## src/rtl/hb_pkg.sv

```systemverilog
// Package: shared state encoding and widths for the HyperBus master.
package hb_pkg;
    localparam int CA_W = 48;

    typedef enum logic [2:0] {
        ST_IDLE, ST_CSLO, ST_CA, ST_LAT, ST_WDAT, ST_RDAT, ST_STOP, ST_FIN
    } hb_state_e;
endpackage

```

## src/rtl/hb_ca_build.sv

```systemverilog
// Module: hb_ca_build
// Forms the 48-bit command/address word from the request.
// Assumes ADDR_W is between 5 and 33 so that addr/16 fits the 29-bit field.
module hb_ca_build #(
    parameter int ADDR_W = 32
) (
    input  logic              is_write,
    input  logic [ADDR_W-1:0] addr,
    output logic [47:0]       ca
);
    localparam int UPPER_W = 29;
    logic [UPPER_W-1:0] upper_fld;

    // Field split: word-row part and low nibble.
    always_comb begin
        upper_fld = UPPER_W'(addr >> 4);
        ca = {~is_write, 1'b0, 1'b1, upper_fld, 12'h000, addr[3:0]};
    end
endmodule

```

## src/rtl/hb_rd_capture.sv

```systemverilog
// Module: hb_rd_capture
// Takes a dq_in byte on every RWDS level change while active and pairs the
// bytes into 16-bit words (first byte high). Assumes rwds_in and dq_in are
// stable around the sampling edge of clk.
module hb_rd_capture (
    input  logic        clk,
    input  logic        rst_n,
    input  logic        active,
    input  logic        rwds_in,
    input  logic [7:0]  dq_in,
    output logic        rd_valid,
    output logic [15:0] rd_data
);
    logic       rwds_q;
    logic       half;
    logic [7:0] hi_byte;

    // Edge detect on the strobe and byte pairing.
    always_ff @(posedge clk) begin
        if (!rst_n) begin
            rwds_q   <= 1'b0;
            half     <= 1'b0;
            hi_byte  <= 8'h00;
            rd_valid <= 1'b0;
            rd_data  <= 16'h0000;
        end else begin
            rwds_q   <= rwds_in;
            rd_valid <= 1'b0;
            if (!active) begin
                half <= 1'b0;
            end else if (rwds_in != rwds_q) begin
                if (!half) begin
                    hi_byte <= dq_in;
                    half    <= 1'b1;
                end else begin
                    rd_data  <= {hi_byte, dq_in};
                    rd_valid <= 1'b1;
                    half     <= 1'b0;
                end
            end
        end
    end

    // a word appears only from a capture window
    assert_rd_in_window_R8: assert property (@(posedge clk) disable iff (!rst_n)
        rd_valid |-> $past(active));
endmodule

```

## src/rtl/hb_seq.sv

```systemverilog
// Module: hb_seq
// Transaction sequencer: chip select, CK toggling, address shift-out,
// latency counting, write data launch and read word counting.
// Assumes the capture block reports one pulse per received word.
module hb_seq
    import hb_pkg::*;
#(
    parameter int LEN_W = 4,
    parameter int LAT_W = 4
) (
    input  logic             clk,
    input  logic             rst_n,
    input  logic             req_valid,
    output logic             req_ready,
    input  logic             req_write,
    input  logic             req_zero_lat,
    input  logic [LEN_W-1:0] req_len,
    input  logic [LAT_W-1:0] cfg_latency,
    input  logic [47:0]      ca_word,
    input  logic [15:0]      wr_data,
    output logic             wr_ready,
    input  logic             rd_word_valid,
    output logic             rd_active,
    output logic             cs_n,
    output logic             ck,
    output logic [7:0]       dq_out,
    output logic             dq_oe,
    output logic             rwds_out,
    output logic             rwds_oe
);
    localparam int CNT_W = ((LAT_W > LEN_W) ? LAT_W : LEN_W) + 2;

    hb_state_e        state;
    logic [47:0]      ca_sr;
    logic [CNT_W-1:0] cnt;
    logic [LEN_W-1:0] len_q;
    logic [LAT_W-1:0] lat_q;
    logic             wr_q, zl_q, ph;
    logic [7:0]       lo_byte;
    logic [CNT_W-1:0] lat_last;
    logic [CNT_W-1:0] len_ext;

    // Handshake and phase decodes.
    always_comb begin
        req_ready = (state == ST_IDLE);
        wr_ready  = (state == ST_WDAT) && !ph;
        rd_active = (state == ST_RDAT);
        rwds_out  = 1'b0;
        lat_last  = {CNT_W'(lat_q), 1'b0} - CNT_W'(1);
        len_ext   = CNT_W'(len_q);
    end

    // Main sequencer.
    always_ff @(posedge clk) begin
        if (!rst_n) begin
            state   <= ST_IDLE;
            cs_n    <= 1'b1;
            ck      <= 1'b0;
            dq_out  <= 8'h00;
            dq_oe   <= 1'b0;
            rwds_oe <= 1'b0;
            ca_sr   <= '0;
            cnt     <= '0;
            len_q   <= '0;
            lat_q   <= '0;
            wr_q    <= 1'b0;
            zl_q    <= 1'b0;
            ph      <= 1'b0;
            lo_byte <= 8'h00;
        end else begin
            case (state)
                ST_IDLE: if (req_valid) begin
                    cs_n  <= 1'b0;
                    ca_sr <= ca_word;
                    wr_q  <= req_write;
                    zl_q  <= req_zero_lat;
                    len_q <= req_len;
                    lat_q <= cfg_latency;
                    state <= ST_CSLO;
                end
                ST_CSLO: begin
                    ck     <= ~ck;
                    dq_out <= ca_sr[47:40];
                    ca_sr  <= {ca_sr[39:0], 8'h00};
                    dq_oe  <= 1'b1;
                    cnt    <= CNT_W'(1);
                    state  <= ST_CA;
                end
                ST_CA: begin
                    ck     <= ~ck;
                    dq_out <= ca_sr[47:40];
                    ca_sr  <= {ca_sr[39:0], 8'h00};
                    cnt    <= cnt + CNT_W'(1);
                    if (cnt == CNT_W'(5)) begin
                        cnt <= '0;
                        ph  <= 1'b0;
                        if (!wr_q)                       state <= ST_RDAT;
                        else if (zl_q || lat_q == '0)    state <= ST_WDAT;
                        else                             state <= ST_LAT;
                    end
                end
                ST_LAT: begin
                    ck    <= ~ck;
                    dq_oe <= 1'b0;
                    cnt   <= cnt + CNT_W'(1);
                    if (cnt == lat_last) begin
                        cnt   <= '0;
                        state <= ST_WDAT;
                    end
                end
                ST_WDAT: begin
                    ck      <= ~ck;
                    dq_oe   <= 1'b1;
                    rwds_oe <= 1'b1;
                    ph      <= ~ph;
                    if (!ph) begin
                        dq_out  <= wr_data[15:8];
                        lo_byte <= wr_data[7:0];
                    end else begin
                        dq_out <= lo_byte;
                        cnt    <= cnt + CNT_W'(1);
                        if (cnt == len_ext) state <= ST_STOP;
                    end
                end
                ST_RDAT: begin
                    ck    <= ~ck;
                    dq_oe <= 1'b0;
                    if (rd_word_valid) begin
                        cnt <= cnt + CNT_W'(1);
                        if (cnt == len_ext) state <= ST_STOP;
                    end
                end
                ST_STOP: begin
                    ck      <= 1'b0;
                    dq_oe   <= 1'b0;
                    rwds_oe <= 1'b0;
                    state   <= ST_FIN;
                end
                default: begin
                    cs_n  <= 1'b1;
                    state <= ST_IDLE;
                end
            endcase
        end
    end

    // clock rests low while deselected
    assert_ck_idle_R10: assert property (@(posedge clk) disable iff (!rst_n)
        cs_n |-> !ck);
    // chip select falls with the clock idle
    assert_cs_fall_idle_R2: assert property (@(posedge clk) disable iff (!rst_n)
        $fell(cs_n) |-> !ck);
    // clock parked low before chip select rises
    assert_cs_rise_idle_R10: assert property (@(posedge clk) disable iff (!rst_n)
        $rose(cs_n) |-> (!ck && !$past(ck)));
    // RWDS driven only low and only alongside write data
    assert_rwds_low_R7: assert property (@(posedge clk) disable iff (!rst_n)
        rwds_oe |-> (!rwds_out && dq_oe));
    // no acceptance while a transaction holds the bus
    assert_busy_R11: assert property (@(posedge clk) disable iff (!rst_n)
        !cs_n |-> !req_ready);
endmodule

```

## src/rtl/hb_master.sv

```systemverilog
// Module: hb_master (top)
// HyperBus host controller: joins the address builder, the sequencer and the
// read capture. One CK edge per clk cycle; the PHY alignment is external.
module hb_master #(
    parameter int ADDR_W = 32,
    parameter int LEN_W  = 4,
    parameter int LAT_W  = 4
) (
    input  logic              clk,
    input  logic              rst_n,
    input  logic              req_valid,
    output logic              req_ready,
    input  logic              req_write,
    input  logic              req_zero_lat,
    input  logic [ADDR_W-1:0] req_addr,
    input  logic [LEN_W-1:0]  req_len,
    input  logic [LAT_W-1:0]  cfg_latency,
    input  logic [15:0]       wr_data,
    output logic              wr_ready,
    output logic [15:0]       rd_data,
    output logic              rd_valid,
    output logic              cs_n,
    output logic              ck,
    output logic              ck_n,
    output logic [7:0]        dq_out,
    output logic              dq_oe,
    input  logic [7:0]        dq_in,
    output logic              rwds_out,
    output logic              rwds_oe,
    input  logic              rwds_in
);
    logic [47:0] ca_word;
    logic        rd_active;

    // Complementary clock output.
    assign ck_n = ~ck;

    hb_ca_build #(.ADDR_W(ADDR_W)) ca_i (
        .is_write (req_write),
        .addr     (req_addr),
        .ca       (ca_word)
    );

    hb_seq #(.LEN_W(LEN_W), .LAT_W(LAT_W)) seq_i (
        .clk           (clk),
        .rst_n         (rst_n),
        .req_valid     (req_valid),
        .req_ready     (req_ready),
        .req_write     (req_write),
        .req_zero_lat  (req_zero_lat),
        .req_len       (req_len),
        .cfg_latency   (cfg_latency),
        .ca_word       (ca_word),
        .wr_data       (wr_data),
        .wr_ready      (wr_ready),
        .rd_word_valid (rd_valid),
        .rd_active     (rd_active),
        .cs_n          (cs_n),
        .ck            (ck),
        .dq_out        (dq_out),
        .dq_oe         (dq_oe),
        .rwds_out      (rwds_out),
        .rwds_oe       (rwds_oe)
    );

    hb_rd_capture cap_i (
        .clk      (clk),
        .rst_n    (rst_n),
        .active   (rd_active),
        .rwds_in  (rwds_in),
        .dq_in    (dq_in),
        .rd_valid (rd_valid),
        .rd_data  (rd_data)
    );
endmodule

```

## config.mk

```make
export PLATFORM = sky130hd
export DESIGN_NAME = hb_master
export DESIGN_NICKNAME = d
export VERILOG_FILES = /design/src/rtl/hb_pkg.sv /design/src/rtl/hb_ca_build.sv /design/src/rtl/hb_rd_capture.sv /design/src/rtl/hb_seq.sv /design/src/rtl/hb_master.sv
export SDC_FILE = /design/constraint.sdc
export NUM_CORES = 1
export LEC_CHECK = 0
export BUFFER_PORTS_ARGS = -buffer_cell sky130_fd_sc_hd__buf_4
export CORE_ASPECT_RATIO = 0.7
export CORE_MARGIN = 1
export CORE_UTILIZATION = 45
export CTS_CLUSTER_DIAMETER = 40
export DETAILED_ROUTE_END_ITERATION = 8
export MAX_ROUTING_LAYER = met4
export PLACE_DENSITY_LB_ADDON = 0.25
export SYNTH_ARGS = -nofsm -noshare
export SYNTH_HDL_FRONTEND = slang
export SYNTH_SLANG_ARGS = --single-unit
```

## constraint.sdc

```tcl
create_clock -name clk -period 1.7 [get_ports clk]
set_clock_uncertainty 0.05 [all_clocks]
set_input_delay 0.085 -clock clk [delete_from_list [all_inputs] [get_ports clk]]
set_output_delay 0.085 -clock clk [all_outputs]
set_load 0.01 [all_outputs]
```

Yosys cells after proc, flatten, opt, wreduce, memory -nomap -nowiden:

Index checks and enable logic that the tools add are counted.

* add/subtract/negate cells: 2
* reduce and logical (&&, ||, !) cells: 28
* mux-type cells: 27
* equality and inequality tests: 15
* bitwise logic cells: 5

Operators by type and width (count)
* 48-bit one-hot mux with 2 select lines: 1
* 48-bit two-way mux: 1
* 6-bit one-hot mux with 5 select lines: 1
* 3-bit two-way mux: 8
* 6-bit two-way mux: 4
* 3-bit one-hot mux with 7 select lines: 1
* 8-bit one-hot mux with 2 select lines: 1
* 2-bit AND reduction: 6
* 3-bit AND reduction: 4
* 2-bit nonzero test: 6
* 1-bit one-hot mux with 2 select lines: 5
* 3-bit == test (second input constant): 3
* 8-bit two-way mux: 1
* 6-bit by 1-bit adder with 6-bit output (second input constant): 1
* 3-bit by 2-bit == test with 1-bit output (second input constant): 2
* 6-bit by 3-bit == test with 1-bit output (second input constant): 1
* 6-bit by 4-bit == test with 1-bit output: 1
* 6-bit == test: 1
* 2-bit by 1-bit inequality test with 1-bit output (second input constant): 3
* 6-bit OR reduction: 1
* 5-bit by 1-bit subtractor with 6-bit output (second input constant): 1
* 1-bit NOT: 5
* 5-bit AND reduction: 1
* 5-bit nonzero test: 1
* other kinds (12): 17

* logic and storage cells: 96
* input port bits: 70
* register bits: 115

Depth between registers and ports, before layout:

Gate-level depths: netlist (run 1).

* word-level depth: 6
* mapped depth: 8
* gate-level depth less buffers: 8

By module:

From an unflattened synthesis (run 1), not the netlist that was laid out.

* cell total of the unflattened synthesis: 625
* area total of the unflattened synthesis: 5728.0 um2

By module, submodules not included
* hb_seq: area each 4356.7 um2, instances 1, cells each 477
* hb_rd_capture: area each 1003.5 um2, instances 1, cells each 97
* hb_ca_build: area each 364.1 um2, instances 1, cells each 50
* hb_master: area each 3.8 um2, instances 1, cells each 1

Worst setup path before layout (run 1):

Ideal clock, no wire load.

* path kind: register to register
* from: reg seq_i.lat_q[0]
* to: reg seq_i.state[0]
* period minus slack after synthesis: 1.784 ns
* arrival time: 1.614 ns
* data required time: 1.531 ns
* setup slack: -0.084 ns
* stages on the path, launching flop included: 9
* setup time: 0.119 ns
* cell sequence: dfxtp_1 -> inv_1 -> ha_1 -> xor2_1 -> o211a_1 -> o21ai_1 -> a311oi_4 -> nand2b_1 -> mux2i_1

* word-level cells in the longest chain between the ends: 6

RTL lines
* start, declared: RTL line hb_seq.sv:37 `logic [LAT_W-1:0] lat_q;`
* start signal, assigned: RTL line hb_seq.sv:78 `lat_q <= cfg_latency;`
* parallel branches: the longest is 6 deep, another holds 5-bit by 1-bit subtractor with 6-bit output
* end signal, assigned: RTL line hb_seq.sv:97 `if (!wr_q) state <= ST_RDAT;`
* end signal, assigned: RTL line hb_seq.sv:98 `else if (zl_q || lat_q == '0) state <= ST_WDAT;`
* end signal, assigned: RTL line hb_seq.sv:99 `else state <= ST_LAT;`
* end, declared: RTL line hb_seq.sv:33 `hb_state_e state;`

Several ways; the timed one is not identified. The select of a mux whose other input is x is not followed.
A chain may end at the register's enable or synchronous reset.

Worst setup path after layout (run 1):

* from: reg seq_i.cnt[3]
* to: reg seq_i.state[2]

* word-level cells in the longest chain between the ends: 4

RTL lines
* start, declared: RTL line hb_seq.sv:35 `logic [CNT_W-1:0] cnt;`
* start signal, assigned: RTL line hb_seq.sv:93 `cnt <= cnt + CNT_W'(1);`
* start signal, assigned: RTL line hb_seq.sv:105 `cnt <= cnt + CNT_W'(1);`
* start signal, assigned: RTL line hb_seq.sv:121 `cnt <= cnt + CNT_W'(1);`
* 6-bit by 4-bit == test with 1-bit output: RTL line hb_seq.sv:122, hb_seq.sv:130
* 3-bit two-way mux
* 3-bit two-way mux (on tied branches)
* 3-bit one-hot mux with 7 select lines
* end signal, assigned: RTL line hb_seq.sv:122 `if (cnt == len_ext) state <= ST_STOP;`
* end signal, assigned: RTL line hb_seq.sv:130 `if (cnt == len_ext) state <= ST_STOP;`
* end signal, assigned: RTL line hb_seq.sv:137 `state <= ST_FIN;`

Parallel ways exist; a longest one is shown, timed or not. The select of a mux whose other input is x is not followed.

==> key figures, run 1 <==
Synthesis
  – Number of synthesized flops with an enable pin: 0
  – Top FF cell, synth: dfxtp_1
  – Share of the synthesized area in the top cell type: 43.10%
  – Gate Count Post-Synth: 560
  – YS warnings: 0
  – Synth Area in Compound Gates: 18.61%
  – Synth Area per Inst: 8.875 µm²
  – Library cells used by synthesis: 53
  – Post-synthesis simple-gate area fraction: 20.19%
  – Post-Synth Adder-Cell Area: 1.007%
  – FF+latch count, synth: 107
  – Fraction of registers with async set/reset: 0%
  – Syn_nets: 634
  – Mux contribution to synthesized area: 10.07%
  – Leading area contributor after synthesis: dfxtp_1
  – XOR/XNOR Fraction of Synth Area: 2.291%
  – Most common cell in the netlist: nand2_1
  – Largest cells by area after synthesis: dfxtp_1 43%, mux2i_1 10%, nand2_1 9.7%
  – Main combinational cell family by area after synthesis: simple AND/OR/NAND/NOR gates
  – Post-synth top cells: 129 x nand2_1, 107 x dfxtp_1, 50 x mux2i_1, 27 x o211a_1, 26 x nor2b_1
  – Share of the yosys chip area belonging to registers: 43.10%
  – Netlist Area Pre-Place: 4970 µm²

Critical path
  – WP depth: 8
  – CP required: 1910 ps
  – Worst path cell trace: buf_4 > nor3_1 > and3_4 > nand2_1 > a31oi_1 > buf_4 > nand2b_4 > o21ai_0
  – Bufs and invs on worst path: 2
  – Crit end category: register
  – Crit path DAT: 2000 ps
  – Cell mode on critical path: buf_4
  – Worst r2r path cells: 8
  – Startpoint Class: register
  – RR Startpoint: seq_i.cnt[3]
  – Max FO, Critical Path: 7
  – Worst path max stage delay: 350 ps
  – Critical Path Start: seq_i.cnt[3]
  – Top delay family on crit path: simple AND/OR/NAND/NOR gates
  – Crit-path slowest cell: dfxtp_1
  – Worst setup path class: reg -> reg

Clocking
  – CTS tree: built
  – Root buffer cell: clkbuf_16
  – Worst-path clk slew: 80 ps
  – Clock tree buffer depth: 2
  – CTS Buf Count: 9
  – H-tree levels: 3
  – Clk sinks: 107
  – Clk_lat worst skew: 350 ps

Layout
  – Register area: 2152 µm²
  – Finished Layout Cells: 869
  – Share of layout cells above drive strength 1: 28.57%
  – Final instance area: 6950 µm²
  – Layout Nets: 790
  – Fillers: 883
  – Area occupied by multi-input gates: 2710 µm²
  – Area growth syn-to-layout: 39.85%
  – Number of diodes: 0

Min path
  – Hold Crit Class: in -> reg
  – Min-delay src: req_addr[6]
  – Worst hold path depth: 4

Power
  – Worst vdd ir: 0.0008926 V
  – Power per cell area: 1626 nW/µm²
  – LEAKAGE: 3.116 nW

Routing
  – Residual DRC count: 0
  – Initial DRC Count: 332
  – DRT antenna net count: 0
  – Detailed-router iteration count before antenna repair: 4
  – Vias/cell: 5.142
  – WL/cell: 15.10 µm
  – Total number of vias: 4468
  – Final wirelength: 13120 µm

STA
  – Final setup viols: 8
  – Tcrit/Tclk final: 105.3%
  – Setup WS post-layout: -89.84 ps
  – Fin crit period: 1790 ps
  – Final slew viol count: 0
  – Unrepaired setup endpoints after global routing: yes
  – Fmax achieved: 558.7 MHz
  – Final Hold Fails: 0

Placed design
  – Area after DPL: 6165 µm²
  – Cells after DPL: 815
  – Hpwl dp: 8867 µm
  – IO buf count: 101
  – Pre-CTS WS: -182.0 ps
  – Routability cong.: 0.9332

Global routing
  – All-Layer GR Usage: 24.15%
  – Initial antenna violation count: 0
  – Vias in the first global route: 4308
  – Pin count of the biggest net entering global routing: 50
  – Global-route wire length before repair: 21450 µm
  – GRT overflow: 0

Die
  – Die area: 11470 µm²
  – Die H: 89.93 µm
  – Cell Rows: 31
  – Die span in x: 127.6 µm
  – Core area: 10550 µm²
  – IO Count: 103
  – Initial Utilization: 47.11%

Run status
  – Failing checks: negative setup slack
  – Status: finished, violations left

Run
  – Max-cap violations: 0
==> worst reg2reg max path: stages, from the launching register on <==
cell,delay (ps)
dfxtp_1,350
buf_4,180
nor3_1,300
and3_4,270
nand2_1,60
a31oi_1,120
buf_4,140
nand2b_4,50
o21ai_0,190
==> power by group <==
| part | total [W] | leakage (nW) | internal [W] | switching, W |
|---|---|---|---|---|
| registers | 0.00370 | 0.877 | 0.00319 | 0.000507 |
| logic | 0.00555 | 2.10 | 0.00277 | 0.00278 |
| clock network | 0.00205 | 0.142 | 0.00103 | 0.00102 |
==> per-layer routing <==
| layer | part of all wire (%) | up-vias | track usage (%) |
|---|---|---|---|
| met3 | 4.8 | 17 | 4.940 |
| met1 | 49 | 2103 | 33.26 |
| li1 | - | 2233 | - |
| met2 | 44 | 115 | 35.29 |
| met4 | 1.4 | 0 | 7.843 |
| met5 | 0 | - | - |
==> logic make-up after synthesis <==
| logic type | after synthesis |
|---|---|
| and+or+nand+nor | 219 |
| AOI/OAI and AO/OA | 118 |
| DFF | 107 |
| muxes | 50 |
| buffers and inverters | 48 |
| xor gates and xnor gates | 13 |
| adders and majority gates | 4 |
| other | 1 |
==> layout by cell type, fill, tap and decap left out, types with 7 or more instances in the layout <==
cell           synthesis  final
a21oi_1                7      7
and3_1                12     10
dlygate4sd3_1          0     35
clkbuf_16              0     10
buf_4                  6    140
nor2_1                14     12
o211a_1               27     27
mux2i_1               50     50
dfxtp_1              107    101
a22oi_1               14     14
o21ai_0               13     11
a21boi_1              12     12
nand2_1              129    128
a21boi_0              25     25
buf_12                 0      7
nand3_1                9      8
nor2b_1               26     25
==> what timing repair did <==
action | CTS | global route
hold buffers | 35 | 0
setup buffers | 2 | 1
setup endpoints to repair | 18 | 73
endpoints found under the hold margin | 43 | 0
resized for setup | 20 | 12
pin swaps | 6 | 0
gates cloned | 0 | 1
==> state kept, by name (all words and copies together) (netlist names), 3 cells and up <==
signal and flops:
seq_i.state 3, seq_i.len_q 4, seq_i.lo_byte 8, seq_i.cnt 6, seq_i.lat_q 4, cap_i.rd_data 16, seq_i.ca_sr 40, seq_i.dq_out 8
cap_i.hi_byte 8
==> cell type report <==
| type | count | area share [%] |
|---|---|---|
| Clock inverter | 6 | 0.7741 |
| Tap cell | 148 | 2.664 |
| Timing Repair Buffer | 185 | 22.81 |
| Sequential cell | 107 | 30.96 |
| Clock buffer | 10 | 3.294 |
| Multi-Input combinational cell | 405 | 38.99 |
| Inverter | 8 | 0.5041 |
==> path summary, 6_finish.rpt <==
path	slack, ps	end
hold / removal	30	seq_i.ca_sr[18]
setup reg to reg	-90	seq_i.state[2]
setup / recovery	-90	seq_i.state[2]
hold reg to reg	410	seq_i.zl_q
==> metrics by stage <==
step	utilization, %	TNS [ps]	total power (W)	hold slack (ps)
after detailed placement	58.43	-609.5	0.008865	269.3
after floorplan	-	-1.845	0.007047	156.7
after CTS	65.20	-532.3	0.01113	17.16
after global placement	58.43	-148.0	0.008760	259.6
final	65.88	-472.7	0.01130	26.27
after global routing	65.88	-1553	0.01206	28.69
Note: power is estimated with default switching activity, not from simulation.
==> inputs of run 2 (changes only) <==
CELL_PAD_IN_SITES_DETAIL_PLACEMENT = 1   (was default)
CELL_PAD_IN_SITES_GLOBAL_PLACEMENT = 1   (was default)
CORE_UTILIZATION = 38   (was 45)
SYNTH_HIERARCHICAL = 1   (was default)
==> run 2 against run 1 <==
Against the previous run:
- the flow still finishes with violations (negative setup slack)
- clock power up 100%
- final area rose by 32%
- via count is 19% higher
- final cell count is 19% higher
- critical path depth unchanged
- hold slack lost 23 ps
- count of clock-buffer cells in the layout grew 13
- combinational power increased by 76%
- sequential power grew 14%
- largest power group unchanged
- flip-flop and latch count grew 8
- non-clock buffer count increased by 73
==> key figures, run 2 <==
Critical path
  – Startpoint Class: register
  – RR Startpoint: seq_i/cnt[1]
  – CP required: 1980 ps (+70 ps)
  – Worst setup path class: reg -> reg
  – Critical Path Start: seq_i/cnt[1]
  – Crit end category: register
  – Max FO, Critical Path: 2 (-5)
  – Crit path DAT: 2390 ps (+390 ps)

STA
  – Tightest Pin Transition: 626.3 ps
  – Final setup viols: 65 (+57)
  – Unrepaired setup endpoints after global routing: yes
  – Setup WS post-layout: -413.5 ps (-323.7 ps)
  – Fin crit period: 2114 ps (+323.7 ps)
  – Rel. slew slack: 58.25%
  – Tcrit/Tclk final: 124.3% (+19 points)
  – Fmax achieved: 473.1 MHz (-15%)
  – Setup TNS: -5688 ps (-5215 ps)
  – Final Hold Fails: 0 (unchanged)
  – Final slew viol count: 0 (unchanged)

Die
  – IO Count: 103 (unchanged)
  – Die span in x: 148.7 µm (+17%)
  – Initial Utilization: 38.91% (-8.2 points)
  – Die area: 15580 µm² (+36%)
  – Cell Rows: 37 (+19%)
  – Die H: 104.7 µm (+16%)
  – Core area: 14720 µm² (+40%)

Synthesis
  – Post-synthesis simple-gate area fraction: 16.62% (-3.6 points)
  – YS warnings: 6 (+6)
  – FF+latch count, synth: 115 (+7.5%)
  – Netlist Area Pre-Place: 5728 µm² (+15%)
  – Post-synth top cells: 130 x nand2_1, 115 x dfxtp_1, 83 x mux2i_1, 51 x buf_4, 40 x o211a_1
  – Synth Area in Compound Gates: 13.67% (-4.9 points)
  – Gate Count Post-Synth: 625 (+12%)
  – Library cells used by synthesis: 52 (-1.9%)
  – Share of the synthesized area in the top cell type: 40.19% (-2.9 points)
  – Leading area contributor after synthesis: dfxtp_1
  – Main combinational cell family by area after synthesis: simple AND/OR/NAND/NOR gates
  – Post-Synth Adder-Cell Area: 0.8737% (-0.13 points)
  – Most common cell in the netlist: nand2_1
  – Fraction of registers with async set/reset: 0% (unchanged)
  – Top FF cell, synth: dfxtp_1
  – XOR/XNOR Fraction of Synth Area: 2.752% (+0.46 points)
  – Synth Area per Inst: 9.165 µm² (+3.3%)
  – Number of synthesized flops with an enable pin: 0 (unchanged)
  – Largest cells by area after synthesis: dfxtp_1 40%, mux2i_1 15%, nand2_1 8.5%
  – Mux contribution to synthesized area: 14.70% (+4.6 points)
  – Share of the yosys chip area belonging to registers: 40.19% (-2.9 points)

Layout
  – Number of diodes: 0 (unchanged)
  – Regs by FF count: seq_i/ca_sr x48, cap_i/rd_data x16
  – Area growth syn-to-layout: 60.29%
  – Largest register FFs: 48 (+20%)
  – Fillers: 1552 (+76%)
  – Finished Layout Cells: 1030 (+19%)
  – Share of layout cells above drive strength 1: 40.00% (+11 points)
  – Register area: 2318 µm² (+7.7%)
  – Area occupied by multi-input gates: 3362 µm² (+24%)
  – Biggest register: seq_i/ca_sr
  – Commonest cells after routing, fill and taps aside: 155 x buf_4, 108 x dfxtp_1, 97 x nand2_1, 69 x mux2i_1, 58 x dlygate4sd3_1
  – Final instance area: 9181 µm² (+32%)
  – Layout Nets: 897 (+14%)
  – Commonest non-fill, non-tap cell in the layout: buf_4

Global routing
  – GRT overflow: 0 (unchanged)
  – Vias in the first global route: 5388 (+25%)
  – Pin count of the biggest net entering global routing: 61 (+22%)
  – Initial antenna violation count: 0 (unchanged)
  – All-Layer GR Usage: 23.80% (-0.35 points)
  – Global-route wire length before repair: 28010 µm (+31%)

Routing
  – Vias/cell: 5.148 (+0.12%)
  – Total number of vias: 5302 (+19%)
  – Detailed-router iteration count before antenna repair: 4 (unchanged)
  – Residual DRC count: 0 (unchanged)
  – Final wirelength: 20890 µm (+59%)
  – WL/cell: 20.29 µm (+34%)
  – Initial DRC Count: 360 (+8.4%)
  – DRT antenna net count: 0 (unchanged)

Clocking
  – Clk_lat worst skew: 410 ps (+60 ps)
  – Root buffer cell: clkbuf_16
  – Clock tree buffer depth: 2 (unchanged)
  – CTS Buf Count: 17 (+8)
  – Clk sinks: 115 (+7.5%)
  – H-tree levels: 4 (+1)
  – Worst-path clk slew: 60 ps (-20 ps)
  – CTS tree: built

Min path
  – Min-delay src: wr_data[8]
  – Hold Crit Class: in -> reg

Run
  – Max-cap violations: 0 (unchanged)

Placed design
  – Hpwl dp: 10430 µm (+18%)
  – Pre-CTS WS: -418.2 ps (-236.2 ps)
  – Routability cong.: 0.7951 (-15%)
  – Area after DPL: 6726 µm² (+9.1%)
  – IO buf count: 101 (unchanged)
  – Cells after DPL: 897 (+10%)

Power
  – LEAKAGE: 4.286 nW (+38%)
  – Power per cell area: 1973 nW/µm² (+21%)
  – Worst vdd ir: 0.001002 V (+12%)

Run status
  – Status: finished, violations left
  – Failing checks: negative setup slack
-- run 2: changes by cell type after synthesis, sizes merged, moves of 3 or more --
| cell | change |
|---|---|
| o211a | +13 |
| or3 | +4 |
| xor2 | +6 |
| nor2b | -15 |
| and2b | +3 |
| clkbuf | +12 |
| o21ai | -8 |
| mux2i | +33 |
| a22oi | -6 |
| nor3b | +3 |
| dfxtp | +8 |
| a21boi | -16 |
| buf | +40 |
| nand3 | -6 |
-- run 2: final cells by class --
class | count | share of cell area [%]
Multi-Input combinational cell | 424 | 36.62
Timing Repair Buffer | 258 | 27.84
Sequential cell | 115 | 25.25
Inverter | 7 | 0.3407
Tap cell | 195 | 2.657
Clock buffer | 23 | 5.424
Clock inverter | 8 | 1.867
-- run 2: power by group --
group	switching [W]	internal [W]	leakage [nW]
clock	0.00131	0.00279	0.325
sequential	0.000682	0.00354	0.946
combinational	0.00449	0.00531	3.01
total	0.00649	0.0116	4.29
-- run 2: repair_timing --
item                                   4_1_cts  5_1_grt
endpoints found under the hold margin       66        0
cloned                                       5       13
setup endpoints to repair                   78       86
pin swaps                                   13       30
hold buffers                                58        0
setup buffers                               15       16
resized for setup                           46      122
-- run 2: logic make-up after synthesis --
logic type                 count (synthesis)
muxes                                     84
AOI/OAI and AO/OA                         95
other                                      3
DFF                                      115
xor gates and xnor gates                  18
adders and majority gates                  4
and+or+nand+nor                          206
buffers and inverters                    100
-- run 2: worst max-delay path, stage by stage (launching register included) --
cell and delay, ps:
dfxtp_2 320, inv_2 70, ha_4 120, nand4b_1 150
or3_4 430, and3_4 190, or3_4 410, buf_12 140
o22ai_2 140
-- run 2: worst paths after layout --
check                     end  slack, ps  cells past startpoint
max reg2reg    seq_i/state[2]       -410                      8
max            seq_i/state[2]       -410                      8
min           seq_i/dq_out[0]          3                      4
min reg2reg  cap_i/rd_data[6]        420                      2
-- run 2: metrics by stage --
step | hold slack (ps) | total power [W] | util (%)
floorplan | 156.7 | 0.007787 | -
global placement | 255.6 | 0.009578 | 45.69
detailed placement | 263.1 | 0.009861 | 45.69
CTS | 1.519 | 0.01553 | 57.26
global route | -2.151 | 0.01889 | 62.37
finish | 2.932 | 0.01812 | 62.37
-- run 2: metal layers --
layer / global-route usage [%] / vias up / share of wire, %
met3: 4.934 / 39 / 3.8
met2: 39.22 / 151 / 50
met5: - / - / 0
li1: - / 2477 / -
met4: 6.268 / 0 / 1.8
met1: 29.51 / 2635 / 45
